File: src/rtl/lin_bem_pkg.sv
package lin_bem_pkg;
  // sample number (1-based) at which a bit is compared
  function automatic int unsigned cmp_point(input logic fast, input logic late,
                                            input int unsigned n_samp,
                                            input int unsigned early_pt,
                                            input int unsigned late_pt);
    if (!fast) return n_samp;
    return late ? late_pt : early_pt;
  endfunction
endpackage

File: src/rtl/lin_bem_sync.sv
module lin_bem_sync #(
  parameter int unsigned STAGES = 2,
  parameter logic        RST_VAL = 1'b1
) (
  input  logic clk_i,
  input  logic rst_ni,
  input  logic d_i,
  output logic q_o
);
  logic [STAGES-1:0] sr_q;

  always_ff @(posedge clk_i or negedge rst_ni) begin
    if (!rst_ni) sr_q <= {STAGES{RST_VAL}};
    else         sr_q <= {sr_q[STAGES-2:0], d_i};
  end

  assign q_o = sr_q[STAGES-1];
endmodule

File: src/rtl/lin_bem_sampler.sv
module lin_bem_sampler
  import lin_bem_pkg::*;
#(
  parameter int unsigned SAMPLES  = 16,
  parameter int unsigned EARLY_PT = 9,
  parameter int unsigned LATE_PT  = 13
) (
  input  logic clk_i,
  input  logic rst_ni,
  input  logic tick_i,
  input  logic bit_start_i,
  input  logic fast_i,
  input  logic late_i,
  output logic cmp_stb_o
);
  localparam int unsigned CNT_W = $clog2(SAMPLES + 1);

  logic [CNT_W-1:0] cnt_q, cur, target;

  // 0 = idle, otherwise number of the last sample seen
  always_comb begin
    if (bit_start_i)                                  cur = CNT_W'(1);
    else if (cnt_q == '0 || cnt_q == CNT_W'(SAMPLES)) cur = '0;
    else                                              cur = cnt_q + CNT_W'(1);
  end

  always_ff @(posedge clk_i or negedge rst_ni) begin
    if (!rst_ni)     cnt_q <= '0;
    else if (tick_i) cnt_q <= cur;
  end

  assign target    = CNT_W'(cmp_point(fast_i, late_i, SAMPLES, EARLY_PT, LATE_PT));
  assign cmp_stb_o = tick_i && (cur != '0) && (cur == target);
endmodule

File: src/rtl/lin_bem_gate.sv
module lin_bem_gate (
  input  logic lin_en_i,
  input  logic tx_stop_i,
  input  logic dma_stop_i,
  input  logic err_i,
  input  logic pbus_err_i,
  input  logic tx_data_i,
  input  logic tx_dma_en_i,
  input  logic rx_dma_en_i,
  input  logic tx_dma_req_i,
  input  logic rx_dma_req_i,
  output logic txd_o,
  output logic tx_dma_req_o,
  output logic rx_dma_req_o
);
  logic force_rec, dma_block;

  assign force_rec    = lin_en_i && tx_stop_i && err_i;
  assign dma_block    = lin_en_i && dma_stop_i && (err_i || pbus_err_i);
  assign txd_o        = force_rec ? 1'b1 : tx_data_i;
  assign tx_dma_req_o = tx_dma_req_i && tx_dma_en_i && !dma_block;
  assign rx_dma_req_o = rx_dma_req_i && rx_dma_en_i;
endmodule

File: src/rtl/lin_biterr_mon.sv
module lin_biterr_mon #(
  parameter int unsigned SAMPLES     = 16,
  parameter int unsigned EARLY_PT    = 9,
  parameter int unsigned LATE_PT     = 13,
  parameter int unsigned SYNC_STAGES = 2
) (
  input  logic clk_i,
  input  logic rst_ni,
  input  logic lin_en_i,
  input  logic fast_mode_i,
  input  logic late_pt_i,
  input  logic rx_inv_i,
  input  logic tx_stop_i,
  input  logic dma_stop_i,
  input  logic err_irq_en_i,
  input  logic samp_tick_i,
  input  logic bit_start_i,
  input  logic tx_data_i,
  input  logic rxd_i,
  input  logic pbus_err_i,
  input  logic err_clr_i,
  input  logic tx_dma_en_i,
  input  logic rx_dma_en_i,
  input  logic tx_dma_req_i,
  input  logic rx_dma_req_i,
  output logic txd_o,
  output logic bit_err_o,
  output logic irq_o,
  output logic tx_dma_req_o,
  output logic rx_dma_req_o
);
  logic rx_sync, rx_val, cmp_stb, miss, err_set, err_q;

  lin_bem_sync #(.STAGES(SYNC_STAGES), .RST_VAL(1'b1)) u_sync (
    .clk_i (clk_i),
    .rst_ni(rst_ni),
    .d_i   (rxd_i),
    .q_o   (rx_sync)
  );

  lin_bem_sampler #(.SAMPLES(SAMPLES), .EARLY_PT(EARLY_PT), .LATE_PT(LATE_PT)) u_samp (
    .clk_i      (clk_i),
    .rst_ni     (rst_ni),
    .tick_i     (samp_tick_i),
    .bit_start_i(bit_start_i),
    .fast_i     (fast_mode_i),
    .late_i     (late_pt_i),
    .cmp_stb_o  (cmp_stb)
  );

  assign rx_val  = rx_sync ^ rx_inv_i;
  assign miss    = rx_val != tx_data_i;
  assign err_set = lin_en_i && cmp_stb && miss;

  // set wins over clear
  always_ff @(posedge clk_i or negedge rst_ni) begin
    if (!rst_ni)        err_q <= 1'b0;
    else if (err_set)   err_q <= 1'b1;
    else if (err_clr_i) err_q <= 1'b0;
  end

  assign bit_err_o = err_q;
  assign irq_o     = err_q && err_irq_en_i;

  lin_bem_gate u_gate (
    .lin_en_i    (lin_en_i),
    .tx_stop_i   (tx_stop_i),
    .dma_stop_i  (dma_stop_i),
    .err_i       (err_q),
    .pbus_err_i  (pbus_err_i),
    .tx_data_i   (tx_data_i),
    .tx_dma_en_i (tx_dma_en_i),
    .rx_dma_en_i (rx_dma_en_i),
    .tx_dma_req_i(tx_dma_req_i),
    .rx_dma_req_i(rx_dma_req_i),
    .txd_o       (txd_o),
    .tx_dma_req_o(tx_dma_req_o),
    .rx_dma_req_o(rx_dma_req_o)
  );
endmodule

File: config.mk
export PLATFORM = sky130hd
export DESIGN_NAME = lin_biterr_mon
export DESIGN_NICKNAME = d
export VERILOG_FILES = /design/src/rtl/lin_bem_pkg.sv /design/src/rtl/lin_bem_sync.sv /design/src/rtl/lin_bem_sampler.sv /design/src/rtl/lin_bem_gate.sv /design/src/rtl/lin_biterr_mon.sv
export SDC_FILE = /design/constraint.sdc
export NUM_CORES = 1
export LEC_CHECK = 0
export BUFFER_PORTS_ARGS = -buffer_cell sky130_fd_sc_hd__buf_2
export CAP_MARGIN = 40
export CORE_AREA = 2 2 39 41
export DETAILED_ROUTE_END_ITERATION = 10
export DIE_AREA = 0 0 41 43
export PLACE_DENSITY = 0.71
export SYNTH_ARGS = -nofsm -noshare
export SYNTH_HDL_FRONTEND = slang
export SYNTH_HIERARCHICAL = 1
export SYNTH_SLANG_ARGS = --single-unit
File: constraint.sdc
create_clock -name clk_i -period 2.7 [get_ports clk_i]
set_clock_uncertainty 0.05 [all_clocks]
set_input_delay 0.27 -clock clk_i [delete_from_list [all_inputs] [get_ports clk_i]]
set_output_delay 0.27 -clock clk_i [all_outputs]
set_load 0.02 [all_outputs]
# --- Yosys cells after proc, flatten, opt, wreduce, memory -nomap -nowiden ---
# Cells that the tools add are included.
totals:
  register_bits: 8
  out_inout_bits: 5
  elab_cells: 33
op_classes:
  addsub: 1
  n_eq_ne: 3
  mux: 7
  bitwise: 1
  reduce_logical: 18
op_table:
  columns: ["op", "count"]
  rows:
  - ["2-to-1 mux 5 bit", 3]
  - ["logical AND 1 bit", 12]
  - ["adder 5 x 1 -> 5 bit, second input constant", 1]
  - ["== test 5 bit", 1]
  - ["== test 5 bit, second input constant", 1]
  - ["logical NOT 5 bit", 1]
  - ["nonzero test 5 bit", 1]
  - ["2-to-1 mux 1 bit", 3]
  - ["2-to-1 mux 3 bit", 1]
  - ["logical OR 1 bit", 2]
  - ["nonzero test 2 bit", 1]
  - ["logical NOT 1 bit", 1]
  - ["inequality test 1 bit", 1]
  - ["bitwise XOR 1 bit", 1]

# --- Logic depth before layout (Yosys ltp) ---
depth:
  word_depth: 10
  mapped_depth: 9
  mapped_depth_nobuf: 9

# --- By module ---
# The synthesis kept the hierarchy.
by_module_without_submodules:
  columns: ["mod", "n_inst", "cells_each", "area_each_um2", "seq_area_each_um2"]
  rows:
  - ["lin_bem_sampler", 1, 40, 370.4, 125.1]
  - ["lin_biterr_mon", 1, 6, 73.8, 25.0]
  - ["lin_bem_sync", 1, 2, 52.6, 52.6]
  - ["lin_bem_gate", 1, 4, 28.8, 0.0]

# --- Worst setup path after synthesis ---
# No wires, ideal clock.
synth_timing:
  path_kind: "register to register"
  from: "reg u_samp.cnt_q[0]"
  to: "reg err_q (netlist: bit_err_o)"
  setup_time_ns: 0.124
  arrival_ns: 1.728
  required_time_ns: 2.526
  setup_slack_ns: 0.798
  stages_incl_launch_ff: 8
  n_path_buf: 0
  synth_period_minus_slack_ns: 1.902
  path_cell_list: "dfrtp_1 > ha_1 > a41o_1 > or3_4 > and4_1 > o221a_1 > nand2_1 > o22ai_2"
synth_between:
  elab_chain_cells: 10
  word_cells_on_any_way: 14
  cone_classes: "add/sub: 1; eq/ne: 2; mux: 3; reduce/logical: 8"
synth_rtl:
  columns: ["item", "line_no", "source"]
  rows:
  - ["start: declaration", "lin_bem_sampler.sv:18", "logic [CNT_W-1:0] cnt_q, cur, target;"]
  - ["start signal: assignment", "lin_bem_sampler.sv:29", "else if (tick_i) cnt_q <= cur;"]
  - ["parallel branches: the longest is 2 deep, another holds adder 5 x 1 -> 5 bit", null, null]
  - ["2-to-1 mux 5 bit (*)", "lin_bem_sampler.sv:23", "else if (cnt_q == '0 || cnt_q == CNT_W'(SAMPLES)) cur = '0;"]
  - ["2-to-1 mux 5 bit (*)", "lin_bem_sampler.sv:22", "if (bit_start_i) cur = CNT_W'(1);"]
  - ["nonzero test 5 bit", "lin_bem_sampler.sv:33", "assign cmp_stb_o = tick_i && (cur != '0) && (cur == target);"]
  - ["logical AND 1 bit", "lin_bem_sampler.sv:33", null]
  - ["logical AND 1 bit (*)", "lin_bem_sampler.sv:33", null]
  - ["named net cmp_stb", "lin_biterr_mon.sv:32", "logic rx_sync, rx_val, cmp_stb, miss, err_set, err_q;"]
  - ["logical AND 1 bit (*) (2 in a row)", "lin_biterr_mon.sv:53", "assign err_set = lin_en_i && cmp_stb && miss;"]
  - ["2-to-1 mux 1 bit or nonzero test 2 bit (tied branches)", null, null]
  - ["end signal: assignment", "lin_biterr_mon.sv:57", "if (!rst_ni) err_q <= 1'b0;"]
  - ["end signal: assignment", "lin_biterr_mon.sv:58", "else if (err_set) err_q <= 1'b1;"]
  - ["end signal: assignment", "lin_biterr_mon.sv:59", "else if (err_clr_i) err_q <= 1'b0;"]
  - ["end: declaration", "lin_biterr_mon.sv:32", null]
# Mark *: on every way through the listed nets, which the timed path passes.
# A chain may end at the register's enable or synchronous reset.

# --- Final worst setup path ---
# Same ends and word-level chain as after synthesis.

==> reports/summary.txt <==
VDD IR max = 0.260 mV
Place WS = 0.704 ns
Final ANT Viol Nets = 0
Hold depth = 1
Worst reg2reg path depth = 7
Port buffer count = 23
Layout Utilization = 0.501
Fin nets = 101
IO Count = 24
Syn avg cell area = 10.1 µm²
Post-CTS sizing = 0
Rel. slew slack = 0.792
Hold Crit Class = in2reg
H-tree depth reported by CTS = 1
Static leakage = 0.348 nW
Post-synthesis cell type count = 30
Crit path kind = reg2reg
Xor/xnor cell area share of the yosys netlist = 0.0762
Pin count of the biggest net entering global routing = 9
Setup TNS = 0 ns
M2 GR Usage = 0.206
Clk_lat worst skew = 0.25 ns
Die width = 41 µm
Mapped Nets = 73
Clock root cell = clkbuf_4
Global route overflow = 0
Area delta synth->final = 31.9%
Dpl cells = 90
Dpl cell area = 657 µm²
DRT iter0 DRCs = 2
First-pass GRT wire length = 1.66 mm
Drt wl/cell = 11.5 µm
Num CTS Buffers = 3
Commonest non-fill, non-tap cell in the layout = buf_2
PD cells = 451 mW/mm²
Main combinational cell family by area after synthesis = simple AND/OR/NAND/NOR gates
Share of layout cells above drive strength 1 = 0.443
Post-Synth Adder-Cell Area = 0.0476
Period utilisation layout = 0.743
#FFs+latches synth = 8
Fillers = 140
CTS tree = built
Post-synthesis mux area share = 0.0619
RSZ-0062 raised after global routing = false
Vias in the first global route = 414
Met3 Use GR = 0.0471
Final hold vios = 0
Setup WS post-layout = 0.694 ns
Die height = 43 µm
Clock sinks = 8
Post-Route WL = 1.09 mm
Mapped Area = 526 µm²
Fraction of registers with async set/reset = 1.00
Simple-gate portion of the synthesized area = 0.217
Clock Path Buffers = 2
Total number of vias = 456
Ys flop type = dfrtp_1
Outcome = finished, final reports clean
Synth Area in Compound Gates = 0.176
Area of the core = 0.00138 mm²
Synth warnings = 6
Critical Path RT = 2.82 ns
Worst setup SP type = register
Max Fanout on Critical Path = 5
Tot GR Track Use = 0.141
Final setup violation count = 0
Final min period = 2.01 ns
Met1 Track Usage GR = 0.182
Final hold slack = 0.0682 ns
Design area = 693 µm²
Die area = 0.00176 mm²
Gr busiest metal = met2
Reg clk slew, reported paths = 0.05 ns
Avg Vias per Cell = 4.80
Router iterations before antenna repair = 2
Initial antenna violation count = 0
Max Cap Viol = 0
Overall power = 0.313 mW
# DRC = 0
Mapped Cells = 52
Highest-count cells in the layout ignoring fill and taps = buf_2 (23), dfrtp_1 (6), inv_1 (4), a21oi_1 (4), nor2_1 (4)
Finished Layout Cells = 95
Crit path DAT = 2.13 ns
Rows = 14
Antenna cells = 0
Max-slew violations = 0
Initial Util = 0.380
Global placer's final weighted congestion = 0.778
Crit end category = register
Sequential fraction of the synthesis area = 0.386
Fmax achieved = 0.498 GHz
Measured slew at the worst slew-check pin = 0.309 ns
EDFF count, synth = 0
HPWL Detailed = 905 µm
state kept, by name, summed over array words and instances (netlist names):
name and count:
bit_err_o 1, u_samp/cnt_q 5, u_sync/sr_q 2
synthesized netlist by cell type, types with 2 or more instances:
| master | count | area share |
|---|---|---|
| and2_1 | 2 | 0.024 |
| mux2_2 | 2 | 0.043 |
| ha_1 | 2 | 0.048 |
| dfrtp_1 | 6 | 0.29 |
| dfstp_2 | 2 | 0.10 |
| nor2b_1 | 2 | 0.024 |
| nand2_1 | 2 | 0.014 |
| a21oi_1 | 4 | 0.038 |
| o21ai_0 | 3 | 0.029 |
| nor2_1 | 4 | 0.029 |
| inv_1 | 4 | 0.029 |
worst paths after layout:
| path | from | endpoint | slack, ns |
|---|---|---|---|
| max | u_samp/cnt_q[0] | bit_err_o | 0.69 |
| max in group asynchronous | rst_ni | u_sync/sr_q[1] | 2.03 |
| min reg2reg | u_sync/sr_q[0] | u_sync/sr_q[1] | 0.31 |
| min | rxd_i | u_sync/sr_q[0] | 0.07 |
| max reg2reg | u_samp/cnt_q[0] | bit_err_o | 0.69 |
| min in group asynchronous | rst_ni | u_samp/cnt_q[0] | 0.33 |
cell families (layout without fill, tap and decap cells):
logic type,after synthesis,count (layout)
AOI/OAI and AO/OA,13,13
xor gates and xnor gates,3,3
adders and majority gates,2,2
buffers and inverters,5,32
DFF,8,8
muxes,3,3
and+or+nand+nor,18,18
area by class of cell:
class	count	area [µm²]	share of cell area
timing repair buffer	24	125	0.181
multi-input combinational	39	304	0.439
sequential	8	203	0.292
inverter	4	15.0	0.0217
tap	16	20.0	0.0289
clock buffer	4	26.3	0.0379
what timing repair did:
action / in CTS / in global routing
hold buffers: 1 / 0
buffers inserted: 0 / 0
hold endpoints to repair: 6 / 0
power by group:
group          internal, mW  switching (mW)  leakage (nW)  total, mW
combinational        0.0369          0.0407         0.232     0.0776
clock                0.0565          0.0399        0.0150     0.0963
sequential            0.130         0.00902         0.101      0.139
worst max-delay path, stage by stage (launching register included):
cell,delay [ns]
dfrtp_1,0.42
ha_1,0.25
a41o_1,0.24
or3_4,0.34
nor4_2,0.25
o221a_1,0.20
nand2_1,0.06
o22ai_2,0.11
metal layers:
metal | part of all wire | up-vias
li1 | - | 242
met1 | 0.44 | 206
met2 | 0.52 | 8
met3 | 0.042 | 0
met4 | 0 | 0
met5 | 0 | -
Note: power is estimated with default switching activity, not from simulation.
